File: src/rtl/brg_pkg.sv
`timescale 1ns/1ps
package brg_pkg;

   typedef struct packed {
      logic wide;
      logic fast;
      logic sync;
   } brg_cfg_t;

   // Sample ticks per bit for a given mode.
   function automatic int unsigned bit_mult(input brg_cfg_t c,
                                            input int unsigned m_slow,
                                            input int unsigned m_mid,
                                            input int unsigned m_fast);
      if (c.sync)
         return m_fast;
      if (c.wide && c.fast)
         return m_fast;
      if (c.wide || c.fast)
         return m_mid;
      return m_slow;
   endfunction

endpackage

File: src/rtl/brg_ctrl_regs.sv
`timescale 1ns/1ps
module brg_ctrl_regs
   import brg_pkg::*;
#(
   parameter int unsigned BYTE_W  = 8,
   parameter bit          WIDE_OK = 1'b1
) (
   input  logic                  clk,
   input  logic                  rst,
   input  logic                  hi_wr,
   input  logic                  lo_wr,
   input  logic                  cfg_wr,
   input  logic [BYTE_W-1:0]     wdata,
   input  brg_cfg_t              cfg_in,
   output brg_cfg_t              cfg_q,
   output logic [2*BYTE_W-1:0]   reload_val,
   output logic                  restart
);

   logic [BYTE_W-1:0] hi_q, lo_q;
   logic [BYTE_W-1:0] hi_d, lo_d;
   brg_cfg_t          cfg_raw, cfg_d;

   always_comb begin
      hi_d    = hi_wr  ? wdata  : hi_q;
      lo_d    = lo_wr  ? wdata  : lo_q;
      cfg_raw = cfg_wr ? cfg_in : cfg_q;
   end

   generate
      if (WIDE_OK) begin : g_wide
         assign cfg_d = cfg_raw;
      end else begin : g_narrow
         always_comb begin
            cfg_d      = cfg_raw;
            cfg_d.wide = 1'b0;
         end
      end
   endgenerate

   always_ff @(posedge clk) begin
      if (rst) begin
         hi_q  <= '0;
         lo_q  <= '0;
         cfg_q <= '0;
      end else begin
         hi_q  <= hi_d;
         lo_q  <= lo_d;
         cfg_q <= cfg_d;
      end
   end

   // Reload value built from next-state contents, so a restart uses new data.
   assign reload_val = cfg_d.wide ? {hi_d, lo_d} : {{BYTE_W{1'b0}}, lo_d};
   assign restart    = hi_wr | lo_wr | cfg_wr;

endmodule

File: src/rtl/brg_down_counter.sv
`timescale 1ns/1ps
module brg_down_counter #(
   parameter int unsigned W = 16
) (
   input  logic         clk,
   input  logic         rst,
   input  logic         restart,
   input  logic [W-1:0] reload_val,
   output logic         tick
);

   logic [W-1:0] cnt_q;
   logic         at_zero;

   assign at_zero = (cnt_q == '0);

   always_ff @(posedge clk) begin
      if (rst)
         cnt_q <= '0;
      else if (restart || at_zero)
         cnt_q <= reload_val;
      else
         cnt_q <= cnt_q - 1'b1;
   end

   assign tick = at_zero & ~rst;

endmodule

File: src/rtl/brg_phase_counter.sv
`timescale 1ns/1ps
module brg_phase_counter #(
   parameter int unsigned PW = 6
) (
   input  logic          clk,
   input  logic          rst,
   input  logic          restart,
   input  logic          tick_in,
   input  logic [PW-1:0] last,
   output logic [PW-1:0] phase_q,
   output logic          baud
);

   logic wrap;

   assign wrap = (phase_q >= last);

   always_ff @(posedge clk) begin
      if (rst || restart)
         phase_q <= '0;
      else if (tick_in)
         phase_q <= wrap ? '0 : phase_q + 1'b1;
   end

   assign baud = tick_in & wrap;

endmodule

File: src/rtl/baud_rate_gen.sv
`timescale 1ns/1ps
module baud_rate_gen
   import brg_pkg::*;
#(
   parameter int unsigned BYTE_W    = 8,
   parameter bit          WIDE_OK   = 1'b1,
   parameter int unsigned MULT_SLOW = 64,
   parameter int unsigned MULT_MID  = 16,
   parameter int unsigned MULT_FAST = 4
) (
   input  logic              clk,
   input  logic              rst,
   input  logic              div_hi_wr,
   input  logic              div_lo_wr,
   input  logic [BYTE_W-1:0] div_wdata,
   input  logic              cfg_wr,
   input  logic              cfg_wide,
   input  logic              cfg_fast,
   input  logic              cfg_sync,
   input  logic              rx_idle_in,
   output logic              baud_tick,
   output logic              sample_tick,
   output logic              rx_idle_out
);

   localparam int unsigned DIV_W = 2 * BYTE_W;
   localparam int unsigned PH_W  = (MULT_SLOW > 2) ? $clog2(MULT_SLOW) : 1;

   generate
      if (BYTE_W < 2) begin : g_chk_byte
         $error("baud_rate_gen: BYTE_W must be at least 2");
      end
      if (MULT_FAST < 1 || MULT_MID < MULT_FAST || MULT_SLOW < MULT_MID) begin : g_chk_mult
         $error("baud_rate_gen: multipliers must satisfy 1 <= FAST <= MID <= SLOW");
      end
   endgenerate

   brg_cfg_t          cfg_in, cfg_q;
   logic [DIV_W-1:0]  reload_val;
   logic              restart;
   logic [PH_W-1:0]   mult_last;
   logic [PH_W-1:0]   phase_q;
   logic              rx_idle_q;

   always_comb begin
      cfg_in      = '0;
      cfg_in.wide = cfg_wide;
      cfg_in.fast = cfg_fast;
      cfg_in.sync = cfg_sync;
   end

   brg_ctrl_regs #(
      .BYTE_W (BYTE_W),
      .WIDE_OK(WIDE_OK)
   ) u_regs (
      .clk       (clk),
      .rst       (rst),
      .hi_wr     (div_hi_wr),
      .lo_wr     (div_lo_wr),
      .cfg_wr    (cfg_wr),
      .wdata     (div_wdata),
      .cfg_in    (cfg_in),
      .cfg_q     (cfg_q),
      .reload_val(reload_val),
      .restart   (restart)
   );

   brg_down_counter #(
      .W(DIV_W)
   ) u_div (
      .clk       (clk),
      .rst       (rst),
      .restart   (restart),
      .reload_val(reload_val),
      .tick      (sample_tick)
   );

   always_comb begin
      mult_last = PH_W'(bit_mult(cfg_q, MULT_SLOW, MULT_MID, MULT_FAST) - 1);
   end

   brg_phase_counter #(
      .PW(PH_W)
   ) u_phase (
      .clk    (clk),
      .rst    (rst),
      .restart(restart),
      .tick_in(sample_tick),
      .last   (mult_last),
      .phase_q(phase_q),
      .baud   (baud_tick)
   );

   always_ff @(posedge clk) begin
      if (rst)
         rx_idle_q <= 1'b1;
      else
         rx_idle_q <= rx_idle_in;
   end

   assign rx_idle_out = rx_idle_q;

endmodule

File: config.mk
export PLATFORM = sky130hd
export DESIGN_NAME = baud_rate_gen
export DESIGN_NICKNAME = d
export VERILOG_FILES = /design/src/rtl/brg_pkg.sv /design/src/rtl/brg_ctrl_regs.sv /design/src/rtl/brg_down_counter.sv /design/src/rtl/brg_phase_counter.sv /design/src/rtl/baud_rate_gen.sv
export SDC_FILE = /design/constraint.sdc
export NUM_CORES = 1
export LEC_CHECK = 0
export BUFFER_PORTS_ARGS = -buffer_cell sky130_fd_sc_hd__buf_2
export CAP_MARGIN = 20
export CORE_ASPECT_RATIO = 0.7
export CORE_MARGIN = 1.5
export CORE_UTILIZATION = 50
export DETAILED_ROUTE_END_ITERATION = 10
export PLACE_DENSITY = 0.71
export SETUP_SLACK_MARGIN = 0.4
export SLEW_MARGIN = 15
export SYNTH_ARGS = -nofsm -noshare
export SYNTH_HDL_FRONTEND = slang
export SYNTH_HIERARCHICAL = 1
export SYNTH_SLANG_ARGS = --single-unit
export TNS_END_PERCENT = 100
File: constraint.sdc
create_clock -name clk -period 3.55 [get_ports clk]
set_input_delay 0 -clock clk [delete_from_list [all_inputs] [get_ports clk]]
set_output_delay 0 -clock clk [all_outputs]
set_load 0.005 [all_outputs]
==> results of run 1 <==
==> cells by family after synthesis <==
kind of cell    synth area share [%]
other cells                    0.162
buf+inv                         4.93
xor+xnor                        6.45
flops                           36.4
simple gates                    22.7
compound gates                  13.4
fa+ha+maj                       5.42
mux                             10.6
==> synth_stat cells, types with 8 or more instances <==
cell type  count
ha_1          10
inv_1         10
a211oi_2      10
nor3_1        12
mux2_4         8
nor2_1        27
xor2_1         9
mux2i_1       11
xnor2_1        8
dfxtp_1       42
nor2b_4        8
a21oi_1       18
==> timing repair <==
action | 4_1_cts | 5_1_grt
resized for setup | 0 | 0
setup endpoints to repair | 0 | 0
hold endpoints to repair | 4 | 0
hold buffers | 4 | 0
==> flip-flops by register name, summed over array words and instances, names as in the netlist <==
register,count
u_div/cnt_q,16
u_regs/hi_q,8
u_regs/lo_q,8
u_phase/phase_q,6
u_regs/cfg_q,3
rx_idle_out,1
==> stage by stage <==
step,area [um2],utilization [%],hold WS [ns]
2_1_floorplan,2310,-,0.0971
3_3_place_gp,2420,55.3,0.183
3_5_place_dp,2420,55.3,0.193
4_1_cts,2610,59.5,0.000673
5_1_grt,2610,59.5,0.0198
6_report,2610,59.5,0.00303
==> how the worst max path moves through the flow <==
| stage | cells after the start | to | slack [ns] |
|---|---|---|---|
| final | 10 | baud_tick | 0.88 |
| after global routing | 10 | baud_tick | 0.67 |
| after CTS | 10 | baud_tick | 0.88 |
| after detailed placement | 10 | u_phase/phase_q[5] | 1.14 |
| after global placement | 10 | u_phase/phase_q[1] | 1.23 |
| after floorplan | 10 | u_phase/phase_q[0] | 1.11 |
==> critical path, stage by stage (launching register included) <==
cell     delay (ns)
dfxtp_1        0.34
inv_1          0.08
ha_1           0.19
or3b_1         0.40
nor2_1         0.18
nand2_1        0.09
nor4b_2        0.23
buf_4          0.22
nand3_4        0.09
o31ai_4        0.38
buf_2          0.18
==> report_power, final <==
group          total (mW)  switching, mW  leakage (nW)  internal [mW]
Combinational       0.223          0.123         0.656          0.101
Sequential          0.520         0.0227         0.345          0.497
Clock               0.462          0.162        0.0714          0.300
Total                1.20          0.307          1.07          0.897
==> metal layers <==
metal	GRT usage [%]	vias up	share of wire (%)
li1	-	851	-
met1	29.4	806	52
met2	29.5	50	41
met3	4.97	4	6.4
met4	6.32	0	0.96
met5	0	-	0
==> final cells by class <==
| class | instances | area, um2 | share of cell area (%) |
|---|---|---|---|
| Clock buffer | 6 | 82.6 | 3.17 |
| Clock inverter | 2 | 60.1 | 2.31 |
| Inverter | 10 | 37.5 | 1.44 |
| Multi-Input combinational cell | 167 | 1370 | 52.4 |
| Sequential cell | 42 | 841 | 32.3 |
| Tap cell | 55 | 68.8 | 2.64 |
| Timing Repair Buffer | 25 | 150 | 5.76 |
==> flow_metrics.tcl, run 1 <==
set metrics [dict create \
    status "complete, no violations" \
    postRouteAntennaNets 0 \
    grt_overflow 0 \
    gp_congestion 0.815 \
    drt_wl_total_mm 4.57 \
    core_area_um2 4380 \
    finalSetupViolations 0 \
    timing.rr.end "u_phase/phase_q[5]" \
    fin_crit_ns 2.67 \
    antenna_cells 0 \
    num-fill-cells 363 \
    tns_ns 0 \
    worstSetupEndpointType "primary output" \
    io_pins 20 \
    final_cell_mix "dfxtp_1 (42), nor2_1 (27), buf_2 (19), a21oi_1 (18), nor3_1 (12)" \
    worst_r2r_path_depth 10 \
    synth_cell_types 45 \
    power_leakage_nw 1.07 \
    fin_skew_ns 0.00362 \
    grt_max_degree 39 \
    wl_per_cell_um 14.9 \
    hold_violations 0 \
    power_mw 1.20 \
    drtPass1Iterations 4 \
    power_density_nw_per_um2 463 \
    syn_area_per_cell_um2 10.1 \
    cp_max_fo 8 \
    ctsHtreeMaxLevel 2 \
    pre_cts_ws_ns 1.14 \
    cts_buffer_depth 2 \
    synth_edf_count 0 \
    initial_core_util_pct 52.7 \
    clkLatencyLatePin_ns 0.29 \
    layout_setup_ws_ns 0.878 \
    placedCellCount 295 \
    die_h_um 59.9 \
    synth-seq-area-share_pct 36.4 \
    vias 1711 \
    areaGrowthSynthToFinish_pct 12.8 \
    hold_path_class "in -> reg" \
    synthFlopType "dfxtp_1" \
    timing.reg2reg.setup_slack_ns 1.12 \
    synthCells 229 \
    cts_buffers 5 \
    final_max_slew_viol_count 0 \
    fin_cells 307 \
    synth.top_cell.area_share_pct 36.4 \
    max_freq_ghz 0.374 \
    cap_violations 0 \
    antenna_found_initial 0 \
    yosys_register_bits 42 \
    start_kind "flip-flop" \
    syn_area_um2 2310 \
    nets 278 \
    fp-row-count 20 \
    synthArstFlopShare_pct 0 \
    rsz0062_at_grt "no" \
    ys_warn_count 6 \
    drtIter0Drc 125 \
    cts_tree "yes" \
    drc 0 \
    dieArea_um2 5040 \
    fp.dieW_um 84.2 \
    critical_path_class "reg -> out" \
    cts_root_buffer "clkbuf_8" \
    cp.required_ns 3.55 \
    yosysTopAreaCell "dfxtp_1" \
    worst_slew_pin_slew_ns 0.753 \
    regToRegStartpoint "u_div/cnt_q[0]" \
    min_path_cells 3 \
    cts.sinks 42 \
    cts_setup_buffers 0 \
    first_global_vias 1637 \
    worstPathArrival_ns 2.67 \
    grtUsageTotal_pct 20.2 \
    drive_gt1_share_pct 26.6 \
    relSlewSlack_pct 49.8 \
    port_buffers 19 \
    ir_worst_vdd_mv 0.326 \
    synth_area_leaders "dfxtp_1 (36%), a211oi_2 (5.4%), ha_1 (5.4%), mux2_4 (5.2%), mux2i_1 (4.8%)" \
    dpl.hpwl_mm 3.22 \
    crit_start "u_div/cnt_q[0]" \
    final_common_cell "dfxtp_1" \
    period_share_pct 75.3 \
    min_from "div_wdata[4]" \
    grt_pass1_wl_mm 7.80 \
    viasPerCell 5.57 \
    clk_pin_slew_ns 0.08 \
    hold_end "u_regs/hi_q[4]" \
]
Power figures use the tool's default switching activity.
==> run 2: changes to the inputs <==
ABC_AREA = 1   (was unset)
clock period = 2.5 ns   (was 3.55 ns; I/O delays follow)
==> flow_metrics.tcl, run 2 <==
set metrics [dict create \
    power_frac_clock_pct 30.0 \
    drc 0 \
    min_path_cells 3 \
    top_layer_used "met4" \
    drt_wl_total_mm 5.34 \
    synth_cell_types 27 \
    worst_r2r_path_depth 14 \
    relSlewSlack_pct 61.2 \
    ctsHtreeMaxLevel 2 \
    first_global_vias 2019 \
    cts_root_buffer "clkbuf_8" \
    nets 432 \
    timing.reg2reg.setup_slack_ns 0.50 \
    fp.dieW_um 86.3 \
    vias 2178 \
    clk_pin_slew_ns 0.08 \
    p_sw_mw 0.500 \
    wl_per_cell_um 11.6 \
    crit_top_cell "ha_4" \
    final_max_slew_viol_count 0 \
    ys_warn_count 6 \
    min_from "div_wdata[6]" \
    wl_met1_mm 2.76 \
    final_cell_mix "nand2_1 (111), nor2_1 (59), inv_1 (57), dfxtp_1 (40), buf_2 (19)" \
    io_pins 20 \
    fin_cells 461 \
    rsz0062_at_grt "no" \
    areaGrowthSynthToFinish_pct 16.9 \
    fin_skew_ns 0.0168 \
    worstPathArrival_ns 2.04 \
    die_h_um 61.3 \
    synth_area_leaders "dfxtp_1 (35%), nand2_1 (18%), nor2_1 (9.7%), inv_1 (9.1%), ha_1 (5.2%)" \
    period_share_pct 81.5 \
    synthCells 370 \
    regToRegStartpoint "u_regs/cfg_q[2]" \
    switching_share_pct 31.9 \
    tns_ns 0 \
    dr_wl_met3_um 154 \
    synthTopCellsByCount "nand2_1 (114), nor2_1 (63), inv_1 (59)" \
    cts_tree "yes" \
    max_freq_ghz 0.491 \
    power_density_nw_per_um2 553 \
    syn_area_um2 2430 \
    synthFlopType "dfxtp_1" \
    syn_area_per_cell_um2 6.56 \
    synthArstFlopShare_pct 0 \
    drtPass1Iterations 4 \
    gp_congestion 0.943 \
    largest_register_ffs 16 \
    cp.required_ns 2.50 \
    viasPerCell 4.72 \
    grt_max_degree 25 \
    port_buffers 19 \
    regMostFlops "u_div/cnt_q" \
    cts.sinks 42 \
    power_mw 1.57 \
    reg.largest.list "u_div/cnt_q x16, u_regs/hi_q x8, u_regs/lo_q x8" \
    synth_edf_count 0 \
    grtUsageTotal_pct 22.4 \
    slowest_stage "dfxtp_2" \
    num-fill-cells 419 \
    worst_slew_pin_slew_ns 0.582 \
    clkLatencyLatePin_ns 0.30 \
    cap_violations 0 \
    postRouteAntennaNets 0 \
    placedCellCount 437 \
    power.internal_mw 1.07 \
    critical_path_class "reg -> out" \
    hold_path_class "in -> reg" \
    grt_overflow 0 \
    drtIter0Drc 142 \
    finalSetupViolations 0 \
    timing.rr.end "u_phase/phase_q[3]" \
    dieArea_um2 5290 \
    ir_worst_vdd_mv 0.397 \
    yosysTopAreaCell "dfxtp_1" \
    drive_gt1_share_pct 18.7 \
    worstSetupEndpointType "primary output" \
    hold_end "u_regs/lo_q[6]" \
    cp_max_fo 2 \
    synth-seq-area-share_pct 34.6 \
    antenna_found_initial 0 \
    seqPwrFrac_pct 46.7 \
    fp-row-count 20 \
    yosys_register_bits 42 \
    hold_violations 0 \
    cts_buffers 5 \
    synth.top_cell.area_share_pct 34.6 \
    yosysMostFrequentCell "nand2_1" \
    core_area_um2 4500 \
    crit_chain "ha_4 -> nand2_2 -> ha_4 -> inv_1 -> inv_2 -> ha_4 -> nand2_4 -> inv_2 -> a21oi_2 -> nand2_1 -> nand2_2 -> inv_1 -> buf_2" \
    wl_met2_mm 2.40 \
    initial_core_util_pct 53.9 \
    final_common_cell "nand2_1" \
    grt_pass1_wl_mm 8.95 \
    comb_power_share_pct 23.3 \
    cts_buffer_depth 2 \
    dpl.hpwl_mm 3.66 \
    status "complete, no violations" \
    power_leakage_nw 1.49 \
    start_kind "flip-flop" \
    antenna_cells 0 \
    fin_crit_ns 2.04 \
    crit_path_max_incr_delay_ns 0.34 \
]
run 2: final cells by class:
| class | count | area [um2] | area share [%] |
|---|---|---|---|
| Clock buffer | 6 | 82.6 | 2.91 |
| Clock inverter | 2 | 12.5 | 0.441 |
| Inverter | 62 | 243 | 8.55 |
| Multi-Input combinational cell | 258 | 1340 | 47.2 |
| Sequential cell | 42 | 843 | 29.7 |
| Tap cell | 55 | 68.8 | 2.43 |
| Timing Repair Buffer | 36 | 248 | 8.73 |
run 2: through the flow:
step / hold WS (ns) / setup slack (ns) / utilization (%) / area (um2)
floorplan: 0.0508 / 0.579 / - / 2430
global placement: 0.173 / 0.595 / 55.9 / 2520
detailed placement: 0.179 / 0.546 / 55.9 / 2520
CTS: 0.000319 / 0.415 / 60.5 / 2730
global route: 0.0243 / 0.375 / 63.0 / 2840
finish: 0.0189 / 0.462 / 63.0 / 2840
run 2: timing repair:
item                       4_1_cts  5_1_grt
gates resized for setup          3       16
pin swaps                        3        9
hold endpoints to repair        10        0
hold buffers                    10        0
setup endpoints to repair        1        7
buffers inserted                 1        5
run 2: cell families (layout without fill, tap and decap cells):
family | after synthesis | after routing | share of synthesized area, %
simple gates | 209 | 209 | 36.4
flops | 42 | 42 | 34.6
buf+inv | 71 | 106 | 13.5
xor+xnor | 11 | 11 | 3.97
other cells | 1 | 2 | 0.154
fa+ha+maj | 10 | 10 | 5.15
mux | 1 | 1 | 0.412
compound gates | 25 | 25 | 5.77
run 2: worst max-delay path by stage:
stage | start | end | cells after the start
floorplan | u_div/cnt_q[0] | u_phase/phase_q[5] | 12
global placement | u_div/cnt_q[0] | u_phase/phase_q[5] | 12
detailed placement | u_div/cnt_q[0] | u_phase/phase_q[5] | 12
CTS | u_regs/cfg_q[1] | baud_tick | 13
global route | u_regs/cfg_q[2] | baud_tick | 13
finish | u_regs/cfg_q[2] | baud_tick | 13
run 2: power groups by stage:
stage               Combinational [mW]  Clock, mW  Sequential, mW
global placement                 0.311          0           0.745
finish                           0.366      0.472           0.733
floorplan                        0.256          0           0.740
global route                     0.417      0.516           0.737
detailed placement               0.316          0           0.746
CTS                              0.330      0.478           0.731
run 2: metal layers:
metal	track usage, %	vias to the layer above
met5	0	-
met4	4.15	0
met3	6.43	3
met2	37.5	32
met1	29.8	971
li1	-	1172
run 2: worst max-delay path: cells and delay by family, from the launching register on:
family,cells,cell delay [ns]
buffers and inverters,5,0.30
flip-flops,1,0.34
adder cells (fa/ha/maj),3,0.72
AND/OR/NAND/NOR,4,0.27
AO/OA/AOI/OAI,1,0.11
